$ cat config.mk
export PLATFORM = sky130hd
export DESIGN_NAME = spi_dbuf_master
export DESIGN_NICKNAME = d
export VERILOG_FILES = /design/src/rtl/spi_dbuf_pkg.sv /design/src/rtl/spi_sclk_timer.sv /design/src/rtl/spi_shift_unit.sv /design/src/rtl/spi_dbuf_master.sv
export SDC_FILE = /design/constraint.sdc
export NUM_CORES = 1
export LEC_CHECK = 0
export BUFFER_PORTS_ARGS = -buffer_cell sky130_fd_sc_hd__buf_2
export CELL_PAD_IN_SITES_DETAIL_PLACEMENT = 1
export CELL_PAD_IN_SITES_GLOBAL_PLACEMENT = 2
export CORE_MARGIN = 5
export CORE_UTILIZATION = 34
export DETAILED_ROUTE_END_ITERATION = 10
export GPL_TIMING_DRIVEN = 0
export PLACE_DENSITY = 0.82
export SYNTH_ARGS = -nofsm -noshare
export SYNTH_HDL_FRONTEND = slang
export SYNTH_HIERARCHICAL = 1
export SYNTH_SLANG_ARGS = --single-unit
$ cat constraint.sdc
create_clock -name clk -period 1.75 [get_ports clk]
set_input_delay 0.175 -clock clk [delete_from_list [all_inputs] [get_ports clk]]
set_output_delay 0.175 -clock clk [all_outputs]
set_load 0.01 [all_outputs]
$ cat src/rtl/spi_dbuf_pkg.sv
package spi_dbuf_pkg;
    // Default configuration shared by the engine and its users.
    localparam int SPI_DEF_W   = 8;
    localparam int SPI_DEF_DIV = 4;

    // Width of a bit counter that indexes a byte of width w.
    function automatic int bit_idx_w(input int w);
        return (w > 2) ? $clog2(w) : 1;
    endfunction
endpackage

$ cat src/rtl/spi_sclk_timer.sv
module spi_sclk_timer #(
    parameter int DIV = spi_dbuf_pkg::SPI_DEF_DIV
) (
    input  logic clk,
    input  logic rst_n,
    input  logic run,
    output logic sclk,
    output logic rise_evt,
    output logic fall_evt
);
    localparam int HALF = DIV / 2;
    localparam int CW   = (HALF > 1) ? $clog2(HALF) : 1;

    typedef struct packed {
        logic [CW-1:0] cnt;
        logic          lvl;
    } tmr_t;

    tmr_t tmr_q, tmr_d;
    logic edge_now;

    always_comb begin
        edge_now = run && (tmr_q.cnt == CW'(HALF - 1));
        tmr_d    = tmr_q;
        if (!run) begin
            tmr_d.cnt = '0;
            tmr_d.lvl = 1'b0;
        end else if (edge_now) begin
            tmr_d.cnt = '0;
            tmr_d.lvl = ~tmr_q.lvl;
        end else begin
            tmr_d.cnt = tmr_q.cnt + 1'b1;
        end
    end

    always_ff @(posedge clk or negedge rst_n) begin
        if (!rst_n) tmr_q <= '0;
        else        tmr_q <= tmr_d;
    end

    assign sclk     = tmr_q.lvl;
    assign rise_evt = edge_now & ~tmr_q.lvl;
    assign fall_evt = edge_now &  tmr_q.lvl;

    // clock parks low when the engine is idle
    p_idle_low_r6: assert property (@(posedge clk) disable iff (!rst_n)
        !run |=> !sclk);
    // level only moves on a counted half-period boundary
    p_half_hold_r6: assert property (@(posedge clk) disable iff (!rst_n)
        (run && !edge_now) |=> $stable(sclk));
endmodule

$ cat src/rtl/spi_shift_unit.sv
module spi_shift_unit #(
    parameter int W = spi_dbuf_pkg::SPI_DEF_W
) (
    input  logic         clk,
    input  logic         rst_n,
    input  logic         load,
    input  logic [W-1:0] load_data,
    input  logic         rise_evt,
    input  logic         fall_evt,
    input  logic         miso,
    output logic         mosi,
    output logic         last_bit,
    output logic [W-1:0] rx_byte
);
    localparam int BW = spi_dbuf_pkg::bit_idx_w(W);

    typedef struct packed {
        logic [W-1:0]  txs;
        logic [W-1:0]  rxs;
        logic [BW-1:0] bits;
    } shf_t;

    shf_t shf_q, shf_d;
    logic at_last;

    always_comb begin
        at_last = (shf_q.bits == BW'(W - 1));
        shf_d   = shf_q;
        if (load) begin
            shf_d.txs  = load_data;
            shf_d.bits = '0;
        end else if (fall_evt && !at_last) begin
            shf_d.txs  = {shf_q.txs[W-2:0], 1'b0};
            shf_d.bits = shf_q.bits + 1'b1;
        end
        if (rise_evt) begin
            shf_d.rxs = {shf_q.rxs[W-2:0], miso};
        end
    end

    always_ff @(posedge clk or negedge rst_n) begin
        if (!rst_n) shf_q <= '0;
        else        shf_q <= shf_d;
    end

    assign mosi     = shf_q.txs[W-1];
    assign last_bit = at_last;
    assign rx_byte  = shf_q.rxs;

    // output bit only moves on a falling edge or a fresh load
    p_mosi_hold_r5: assert property (@(posedge clk) disable iff (!rst_n)
        (!load && !fall_evt) |=> $stable(mosi));
    // a load never meets a sampling edge
    p_no_load_on_rise_r5: assert property (@(posedge clk) disable iff (!rst_n)
        !(load && rise_evt));
endmodule

$ cat src/rtl/spi_dbuf_master.sv
module spi_dbuf_master #(
    parameter int W   = spi_dbuf_pkg::SPI_DEF_W,
    parameter int DIV = spi_dbuf_pkg::SPI_DEF_DIV
) (
    input  logic         clk,
    input  logic         rst_n,
    input  logic         tx_wr,
    input  logic [W-1:0] tx_data,
    input  logic         rx_rd,
    input  logic         rx_wr,
    output logic [W-1:0] rx_data,
    output logic         tx_empty,
    output logic         rx_full,
    output logic         busy,
    output logic         overrun,
    output logic         sclk,
    output logic         mosi,
    input  logic         miso
);
    typedef struct packed {
        logic [W-1:0] hold;
        logic         hold_v;
        logic         active;
        logic [W-1:0] rxr;
        logic         rx_full;
        logic         ovr;
    } ctl_t;

    ctl_t ctl_q, ctl_d;

    logic         rise_evt, fall_evt, last_bit;
    logic [W-1:0] rx_byte;
    logic         done, load, clr;

    spi_sclk_timer #(.DIV(DIV)) u_timer (
        .clk      (clk),
        .rst_n    (rst_n),
        .run      (ctl_q.active),
        .sclk     (sclk),
        .rise_evt (rise_evt),
        .fall_evt (fall_evt)
    );

    spi_shift_unit #(.W(W)) u_shift (
        .clk       (clk),
        .rst_n     (rst_n),
        .load      (load),
        .load_data (ctl_q.hold),
        .rise_evt  (rise_evt),
        .fall_evt  (fall_evt),
        .miso      (miso),
        .mosi      (mosi),
        .last_bit  (last_bit),
        .rx_byte   (rx_byte)
    );

    always_comb begin
        done  = fall_evt & last_bit;
        load  = ctl_q.hold_v & (~ctl_q.active | done);
        clr   = rx_rd | rx_wr;
        ctl_d = ctl_q;

        // shifter hand-off; back-to-back keeps the engine running
        if (load) begin
            ctl_d.hold_v = 1'b0;
            ctl_d.active = 1'b1;
        end else if (done) begin
            ctl_d.active = 1'b0;
        end

        // holding register only accepts a byte while empty
        if (tx_wr && !ctl_q.hold_v) begin
            ctl_d.hold   = tx_data;
            ctl_d.hold_v = 1'b1;
        end

        // receive side: completion outranks a same-cycle clear
        if (clr) begin
            ctl_d.rx_full = 1'b0;
        end
        if (done) begin
            ctl_d.rxr     = rx_byte;
            ctl_d.rx_full = 1'b1;
            if (ctl_q.rx_full && !clr) begin
                ctl_d.ovr = 1'b1;
            end
        end
    end

    always_ff @(posedge clk or negedge rst_n) begin
        if (!rst_n) ctl_q <= '0;
        else        ctl_q <= ctl_d;
    end

    assign rx_data  = ctl_q.rxr;
    assign tx_empty = ~ctl_q.hold_v;
    assign rx_full  = ctl_q.rx_full;
    assign busy     = ctl_q.active;
    assign overrun  = ctl_q.ovr;

    // an accepted write marks the holding register occupied
    p_empty_drop_r2: assert property (@(posedge clk) disable iff (!rst_n)
        (tx_wr && tx_empty) |=> !tx_empty);
    // a write into an occupied holding register is dropped
    p_ignored_write_r4: assert property (@(posedge clk) disable iff (!rst_n)
        (tx_wr && !tx_empty) |=> $stable(ctl_q.hold));
    // completion raises the full flag
    p_full_on_done_r7: assert property (@(posedge clk) disable iff (!rst_n)
        done |=> rx_full);
    // a clear with no completion empties the receive flag
    p_clear_r8: assert property (@(posedge clk) disable iff (!rst_n)
        (clr && !done) |=> !rx_full);
    // collision of clear and completion never flags overrun
    p_collide_r9: assert property (@(posedge clk) disable iff (!rst_n)
        (clr && done && !overrun) |=> !overrun);
    // overrun is sticky
    p_overrun_sticky_r10: assert property (@(posedge clk) disable iff (!rst_n)
        overrun |=> overrun);
    // last byte with nothing pending ends the busy window
    p_busy_end_r11: assert property (@(posedge clk) disable iff (!rst_n)
        (done && tx_empty) |=> !busy);
    // pending data at completion keeps the engine busy
    p_busy_chain_r11: assert property (@(posedge clk) disable iff (!rst_n)
        (done && !tx_empty) |=> busy);
endmodule

After elaboration in Yosys (flattened, before gate mapping)
Index checks and enable logic that the tools add are counted.
- flip-flop bits (word level): 41
- latch bits: 0
- bits in writable memories: 0
- bits in read-only memories: 0
- output and inout port bits: 14
- memories: 0
- $add $sub $neg: 2
- multipliers: 0
- divide/modulo/power cells: 0
- $lt $le $gt $ge: 0
- equality and inequality tests: 2
- shift-type cells: 0
- mux-type cells: 14
- bitwise logic cells: 9
- reductions and logical operators: 12
- operators by type and width (cell ; number):
    $mux W8 ; 2
    $mux W1 ; 8
    $reduce_bool A2 Y1 ; 4
    $mux W3 ; 2
    $and A1 B1 Y1 ; 4
    $logic_and A1 B1 Y1 ; 4
    $mux W2 ; 2
    $add A3 B1 Y3 const B ; 1
    $eq A3 B3 Y1 const B ; 1
    $logic_not A1 Y1 ; 3
    $not A1 Y1 ; 3
    $ne A2 B1 Y1 const B ; 1
    $or A1 B1 Y1 ; 2
    $reduce_and A2 Y1 ; 1
    $add A1 B1 Y1 const B ; 1

Depth between registers and ports, before layout
Gate-level depths: netlist (run 1).
- depth in word-level cells: 7
- gate-level depth with buffers: 9
- mapped depth without buffers: 6

Modules after synthesis
The synthesis (run 1) kept the hierarchy.
- by module, submodules not included (module ; instances ; cells each ; area an instance (µm²) ; sequential area each (µm²)):
    spi_shift_unit ; 1 ; 72 ; 885.8 ; 475.5
    spi_dbuf_master ; 1 ; 56 ; 853.3 ; 500.5
    spi_sclk_timer ; 1 ; 8 ; 88.8 ; 50.0

Worst setup path after synthesis (run 1)
Ideal clock, no wire load.
- path kind: reg2reg
- start: reg u_shift/shf_q[0] in the netlist's numbering
- end: reg u_shift.shf_q, in the netlist u_shift/mosi
- library setup time: 0.127 ns
- arrival time: 1.479 ns
- setup slack: 0.144 ns
- stages on the path, launching flop included: 10
- path buffers: 3
- cells stage by stage: dfrtp_1 ha_1 ha_1 nand2_2 buf_6 a21oi_1 buf_4 buf_2 nand2_1 o21ai_0
- word-level cells in the longest chain between the ends: 5
- RTL lines (what ; line ; text):
    start, declared ; spi_shift_unit.sv:23 ; shf_t shf_q, shf_d;
    start signal, assigned ; spi_shift_unit.sv:42 ; if (!rst_n) shf_q <= '0;
    start signal, assigned ; spi_shift_unit.sv:43 ; else shf_q <= shf_d;
    $eq A3 B3 Y1 (*) ; spi_shift_unit.sv:27 ; at_last = (shf_q.bits == BW'(W - 1));
    via last_bit ; spi_dbuf_master.sv:31 ; logic rise_evt, fall_evt, last_bit;
    $and A1 B1 Y1 ; spi_dbuf_master.sv:58 ; done = fall_evt & last_bit;
    $or A1 B1 Y1 ; spi_dbuf_master.sv:59 ; load = ctl_q.hold_v & (~ctl_q.active | done);
    $and A1 B1 Y1 ; spi_dbuf_master.sv:59 ;
    $mux W8 / $reduce_bool A2 Y1 (equally long branches) ; -- ;
Mark *: on every way through the listed nets, which the timed path passes. The rest lies on a longest branch.
A chain may end at the register's enable or synchronous reset.

Worst setup path after layout (run 1)
Ends and elaborated chain as after synthesis.

==> results of run 1 <==
## cells by family (layout without fill, tap and decap cells)
family,count (synthesis),in the layout
buffers and inverters,24,64
adder cells (fa/ha/maj),2,2
AND/OR/NAND/NOR,21,21
XOR/XNOR,2,2
AO/OA/AOI/OAI,13,13
flip-flops,41,41
multiplexers,33,33
## stage by stage
step	setup slack [ns]	area (um^2)	utilization, %
2_1_floorplan	0.144	1830	-
3_3_place_gp	-0.0191	2050	39.6
3_5_place_dp	-0.0911	2050	39.6
4_1_cts	0.0160	2180	42.1
5_1_grt	0.000974	2190	42.4
6_report	0.110	2190	42.4
## cell type report
type / count / share of cell area (%)
Multi-Input combinational cell: 71 / 28.1
Sequential cell: 41 / 46.8
Timing Repair Buffer: 32 / 7.87
Inverter: 2 / 0.342
Clock buffer: 7 / 4.39
Buffer: 22 / 8.32
Clock inverter: 1 / 0.228
Tap cell: 70 / 3.99
## sequential cells by signal (all words and copies together), names as in the netlist
name and flops:
u_shift/mosi 1, overrun 1, u_timer/sclk 1, rx_full 1, u_shift/shf_q 10, busy 1
rx_data 8, u_timer/tmr_q 1, u_shift/rx_byte 8, ctl_q 9
## metal layers
layer	wire length, um	up-vias	part of all wire (%)	GRT usage (%)
li1	-	515	-	-
met1	1510	539	43	12.9
met2	1820	22	52	18.5
met3	123	4	3.5	2.77
met4	49	0	1.4	4.31
met5	0	-	0	0
## cell usage in the layout (no fill, tap or decap), drive strengths merged
cell type and n:
buf 54, dfrtp 41, mux2 24, nand2 11, mux2i 9, o21ai 9
clkbuf 7, nor2 4, inv 2, xor2 2, nand2b 2, ha 2
a21oi 1, nor2b 1, a31o 1, a21o 1, o31ai 1, clkinv 1
and3 1, and2b 1, and2 1
## critical path, delay by kind of cell (launching register included)
| kind | cells | cell delay [ns] |
|---|---|---|
| buf+inv | 3 | 0.41 |
| compound gates | 2 | 0.16 |
| fa+ha+maj | 2 | 0.40 |
| flops | 1 | 0.39 |
| simple gates | 2 | 0.17 |
## power breakdown
group          internal [W]  switching (W)
Clock              0.000356       0.000309
Combinational      0.000906       0.000548
Sequential          0.00135       0.000263
Total               0.00261        0.00112
## timing repair
| item | 4_1_cts | 5_1_grt |
|---|---|---|
| hold endpoints to repair | 0 | 0 |
| setup buffers | 3 | 2 |
| pin swaps | 1 | 0 |
| setup endpoints to repair | 10 | 7 |
| gates resized for setup | 1 | 1 |
## final timing paths
| kind | end | slack, ns | cells after the start |
|---|---|---|---|
| min in group clk | overrun | 0.08 | 2 |
| worst min-delay path | u_shift/rx_byte[0] | 0.02 | 1 |
| max in group asynchronous | u_shift/rx_byte[2] | 1.17 | 1 |
| worst max register to register | u_shift/mosi | 0.11 | 9 |
| worst min register to register | overrun | 0.47 | 2 |
| worst max-delay path | u_shift/mosi | 0.11 | 9 |
==> results.py, run 1 <==
metrics = {
    "yosys": {
        "yosys.area.top_type_share_pct": 56.1,
        "synthArstFlopShare_pct": 100,
        "seq_area_frac_synth_pct": 56.1,
        "synth_top_flop_cell": "dfrtp_1",
        "netlist_top_cells_area": "dfrtp_1 56%, mux2_2 9.9%, buf_4 7.0%",
        "ys_top_cells_by_count": "41 x dfrtp_1, 17 x buf_4, 16 x mux2_2, 10 x nand2_1, 9 x mux2i_1",
        "yosys_warnings": 6,
        "synth_top_cell_by_area": "dfrtp_1",
        "synth.avg_cell_area_um2": 13.4,
        "synth-xor-area-share_pct": 0.958,
        "synth.mux.area_fraction_pct": 21.4,
        "syn-num-nets": 152,
        "library_cells_used_by_synthesis": 26,
        "post_synth_design_cell_area_mm2": 0.00183,
        "largest_family_of_logic_cells_by_synthesized_area": "multiplexers",
        "synth_enable_flop_cells": 0,
        "ys_ff_latch": 41,
        "synth_simple_gate_area_share_pct": 5.89,
        "yosysMostFrequentCell": "dfrtp_1",
        "yosys.area_share.adder_pct": 1.37,
        "synth_compound_gate_area_share_pct": 4.04,
        "syn-instance-count": 136,
    },
    "timing": {
        "timing.hold.ws_ns": 0.0169,
        "period_minus_slack_ns": 1.64,
        "totalNegativeSetupSlack_ns": 0,
        "setup-violations-final": 0,
        "final.period_utilization_pct": 93.7,
        "actual_transition_at_the_worst_max_transition_pin_ns": 0.898,
        "timing.max_slew.rel_slack_pct": 40.1,
        "timing.final.hold_violations": 0,
        "drv_slew": 0,
        "unrepaired_setup_endpoints_after_global_routing": "false",
        "timing.fmax_mhz": 610,
        "fin_worst_skew_ns": 0.00267,
    },
    "detailed_routing": {
        "detailedRoute.firstPassIterationCount": 4,
        "drt_iter0_markers": 41,
        "drt_wl_total_mm": 3.50,
        "viasPerCell": 4.39,
        "detail_route.drc_violations": 0,
        "postRouteAntennaNets": 0,
        "wl_per_cell_um": 14.2,
        "vias": 1080,
    },
    "place": {
        "place.detailed.instances": 233,
        "gp_routability_congestion": 0.719,
        "io_buffers": 27,
        "detailedPlacementHpwl_mm": 2.47,
    },
    "pwr": {
        "ir_worst_vdd_mv": 0.749,
        "power_per_standard_cell_area_mw_per_mm2": 1700,
        "power.total_w": 0.00373,
        "leakagePower_nw": 1.12,
    },
    "grt": {
        "number_of_antenna_violations_at_the_first_check_in_global_routing": 0,
        "global_route.usage.total_pct": 10.8,
        "grt_pass1_wl_mm": 6.02,
        "global_route.overflow_total": 0,
        "grt_start_max_net_pins": 42,
        "first_global_vias": 1221,
    },
    "setup_path": {
        "critical_path_class": "flop to flop",
        "critical_path.cell_chain": "ha_1 -> ha_2 -> nand2_2 -> buf_6 -> a21oi_1 -> buf_4 -> buf_4 -> nand2_1 -> o21ai_0",
        "cp.required_ns": 1.91,
        "worst-endpoint-arrival_ns": 1.80,
        "kind_of_end_point_of_the_critical_path": "flop",
        "worst_path_max_delay_cell": "dfrtp_1",
        "timing.rr.start": "u_shift/shf_q[0]",
        "start_kind": "flop",
        "cpMostUsedCell": "buf_4",
        "crit_path_start": "u_shift/shf_q[0]",
        "crit_path_max_incr_delay_ns": 0.39,
        "worst-path-max-fanout": 10,
    },
    "clock_tree": {
        "ctsHoldBuffers": 0,
        "tritoncts": "built",
        "tritoncts.num_buffers": 5,
        "ctsLongestPathBuffers": 2,
        "cts.root.buffer_cell": "clkbuf_8",
        "worst_setup_hold_path_clk_slew_ns": 0.08,
        "clk-insertion-delay-late_ns": 0.28,
        "h-tree-depth": 2,
        "clkSinkCount": 41,
    },
    "run": {
        "maxCapViolCount": 0,
    },
    "final_layout": {
        "layout.cells.non_filler": 246,
        "seqCellArea_mm2": 0.00103,
        "num-nets-final": 191,
        "multiInputGateArea_um2": 617,
        "areaGrowthSynthToFinish_pct": 20.1,
        "antenna_cells": 0,
        "n_fill_cell": 564,
        "share_of_cells_above_drive_strength_1_pct": 52.3,
    },
    "die": {
        "floorplan.die.width_um": 83.3,
        "initial_core_util_pct": 35.3,
        "core-area_mm2": 0.00517,
        "die_span_y_um": 83.3,
        "rows": 26,
        "floorplan.die_area_mm2": 0.00694,
        "io_pins": 28,
    },
    "outcome": {
        "run_status": "finished clean",
    },
    "min_path": {
        "hp_class": "primary input to asynchronous set/reset pin",
    },
}
(Power assumes the default switching activity.)
==> run 2: changes to the inputs <==
CAP_MARGIN = 20   (was unset)
CORE_UTILIZATION = 35   (was 34)
PLACE_DENSITY = 0.81   (was 0.82)
clock period = 1.9 ns   (was 1.75 ns; I/O delays follow)
==> run 2 against run 1 <==
Clock power down 16%. Die area down 2.5%. Worst setup slack better by 0.055 ns. Wire length down 4.9%. Combinational power down 10%. Critical endpoint is now u_shift/shf_q[11]. Highest routed layer unchanged.
==> results.py, run 2 (synthesis results as in run 1) <==
metrics = {
    "setup_path": {
        "timing.rr.start": "u_shift/shf_q[0]",
        "cpMostUsedCell": "ha_1",
        "start_kind": "flop",
        "worst_path_max_delay_cell": "dfrtp_1",
        "critical_path_class": "flop to flop",
        "cp.required_ns": 2.06,
        "crit_path_max_incr_delay_ns": 0.39,
        "critical_path.top_delay_family": "buffers and inverters",
        "worst-path-max-fanout": 10,
        "worst-endpoint-arrival_ns": 1.90,
        "critical_path.cell_chain": "ha_1 -> ha_1 -> nand2_2 -> buf_6 -> a21oi_1 -> buf_4 -> clkbuf_4 -> nand2_1 -> o21ai_0",
        "kind_of_end_point_of_the_critical_path": "flop",
        "number_of_buffers_and_inverters_on_the_critical_path": 3,
        "crit_path_start": "u_shift/shf_q[0]",
    },
    "timing": {
        "totalNegativeSetupSlack_ns": 0,
        "final.period_utilization_pct": 91.3,
        "fin_worst_skew_ns": 0.00373,
        "timing.max_slew.rel_slack_pct": 39.9,
        "timing.fmax_mhz": 577,
        "unrepaired_setup_endpoints_after_global_routing": "false",
        "setup-violations-final": 0,
        "actual_transition_at_the_worst_max_transition_pin_ns": 0.902,
        "period_minus_slack_ns": 1.73,
        "drv_slew": 0,
        "timing.final.hold_violations": 0,
    },
    "final_layout": {
        "layout_common_cells": "40 x dfrtp_1, 28 x buf_2, 18 x buf_4, 16 x mux2_2, 10 x nand2_1",
        "regMostFlops": "u_shift/shf_q",
        "share_of_cells_above_drive_strength_1_pct": 50.3,
        "largestRegisters": "u_shift/shf_q: 10 flops, ctl_q: 9 flops",
        "mostFrequentLayoutCell": "dfrtp_1",
        "n_fill_cell": 569,
        "antenna_cells": 0,
        "areaGrowthSynthToFinish_pct": 17.5,
        "num-nets-final": 187,
        "largest_reg_flops": 10,
    },
    "die": {
        "floorplan.die.width_um": 82.3,
        "io_pins": 28,
        "floorplan.die_area_mm2": 0.00677,
        "core-area_mm2": 0.00507,
        "initial_core_util_pct": 36.0,
        "rows": 26,
        "die_span_y_um": 82.3,
    },
    "grt": {
        "grt_start_max_net_pins": 42,
        "global_route.overflow_total": 0,
        "number_of_antenna_violations_at_the_first_check_in_global_routing": 0,
        "first_global_vias": 1218,
        "global_route.usage.total_pct": 11.1,
        "grt_pass1_wl_mm": 5.66,
    },
    "detailed_routing": {
        "vias": 1059,
        "wl_met3_um": 157,
        "detail_route.drc_violations": 0,
        "wirelength_met1_mm": 1.37,
        "drt_wl_total_mm": 3.33,
        "wl_per_cell_um": 13.8,
        "top_signal_layer_used": "met4",
        "postRouteAntennaNets": 0,
        "drt_iter0_markers": 26,
        "detailedRoute.firstPassIterationCount": 4,
        "viasPerCell": 4.39,
        "routed-wl-met2_mm": 1.75,
    },
    "clock_tree": {
        "tritoncts.num_buffers": 5,
        "worst_setup_hold_path_clk_slew_ns": 0.07,
        "clk-insertion-delay-late_ns": 0.28,
        "clkSinkCount": 41,
        "tritoncts": "built",
        "ctsLongestPathBuffers": 2,
        "cts.root.buffer_cell": "clkbuf_8",
        "ctsHoldBuffers": 0,
        "h-tree-depth": 2,
    },
    "outcome": {
        "run_status": "finished clean",
    },
    "place": {
        "gp_routability_congestion": 0.752,
        "detailedPlacementHpwl_mm": 2.54,
        "io_buffers": 27,
    },
    "pwr": {
        "power.total_w": 0.00334,
        "ir_worst_vdd_mv": 0.538,
        "power_per_standard_cell_area_mw_per_mm2": 1550,
        "leakagePower_nw": 1.09,
    },
    "run": {
        "maxCapViolCount": 0,
    },
    "min_path": {
        "hp_class": "primary input to asynchronous set/reset pin",
    },
}
## run 2: cell type report
| class | instances | area (um^2) | area share, % |
|---|---|---|---|
| sequential | 41 | 1030 | 47.8 |
| tap | 70 | 87.6 | 4.08 |
| inverter | 2 | 7.51 | 0.349 |
| clock buffer | 7 | 86.3 | 4.02 |
| timing repair buffer | 28 | 143 | 6.64 |
| multi-input combinational | 71 | 614 | 28.6 |
| buffer | 22 | 183 | 8.50 |
## run 2: worst register-to-register path, cell delays in order (launching register included)
cell	delay (ns)
dfrtp_1	0.39
ha_1	0.21
ha_1	0.20
nand2_2	0.09
buf_6	0.15
a21oi_1	0.08
buf_4	0.17
clkbuf_4	0.19
nand2_1	0.06
o21ai_0	0.08
## run 2: worst paths after layout
path | end | slack, ns | cells past startpoint
min in group clk | overrun | 0.10 | 2
setup / recovery | u_shift/shf_q[11] | 0.17 | 9
max in group asynchronous | busy | 1.25 | 1
setup reg to reg | u_shift/shf_q[11] | 0.17 | 9
hold / removal | u_shift/rx_byte[2] | 0.03 | 1
hold reg to reg | overrun | 0.47 | 2
## run 2: repair_timing
action                     in CTS  in global routing
gates resized for setup         0                  2
hold endpoints to repair        0                  0
setup buffers                   0                  1
setup endpoints to repair       0                  7
## run 2: power breakdown
group / total (W) / internal [W] / switching (W) / leakage, nW
clock network: 0.000556 / 0.000288 / 0.000268 / 0.0443
logic: 0.00130 / 0.000812 / 0.000484 / 0.545
registers: 0.00149 / 0.00125 / 0.000239 / 0.502
total: 0.00334 / 0.00235 / 0.000992 / 1.09
## run 2: through the flow
step                      cells  hold slack (ns)  instance area (um^2)  worst slack [ns]  util [%]
after floorplan             136           -0.106                  1830             0.294         -
after global placement      233            0.346                  2050             0.125      40.4
after detailed placement    233            0.372                  2050            0.0921      40.4
after CTS                   240           0.0611                  2140            0.0725      42.1
after global routing        241            0.115                  2150            0.0221      42.3
final                       241           0.0326                  2150             0.165      42.3
## run 2: layer usage
metal / vias up / GRT usage [%]
met1: 526 / 12.5
met4: 0 / 4.49
met5: - / 0
met2: 22 / 19.6
met3: 6 / 3.36
li1: 505 / -
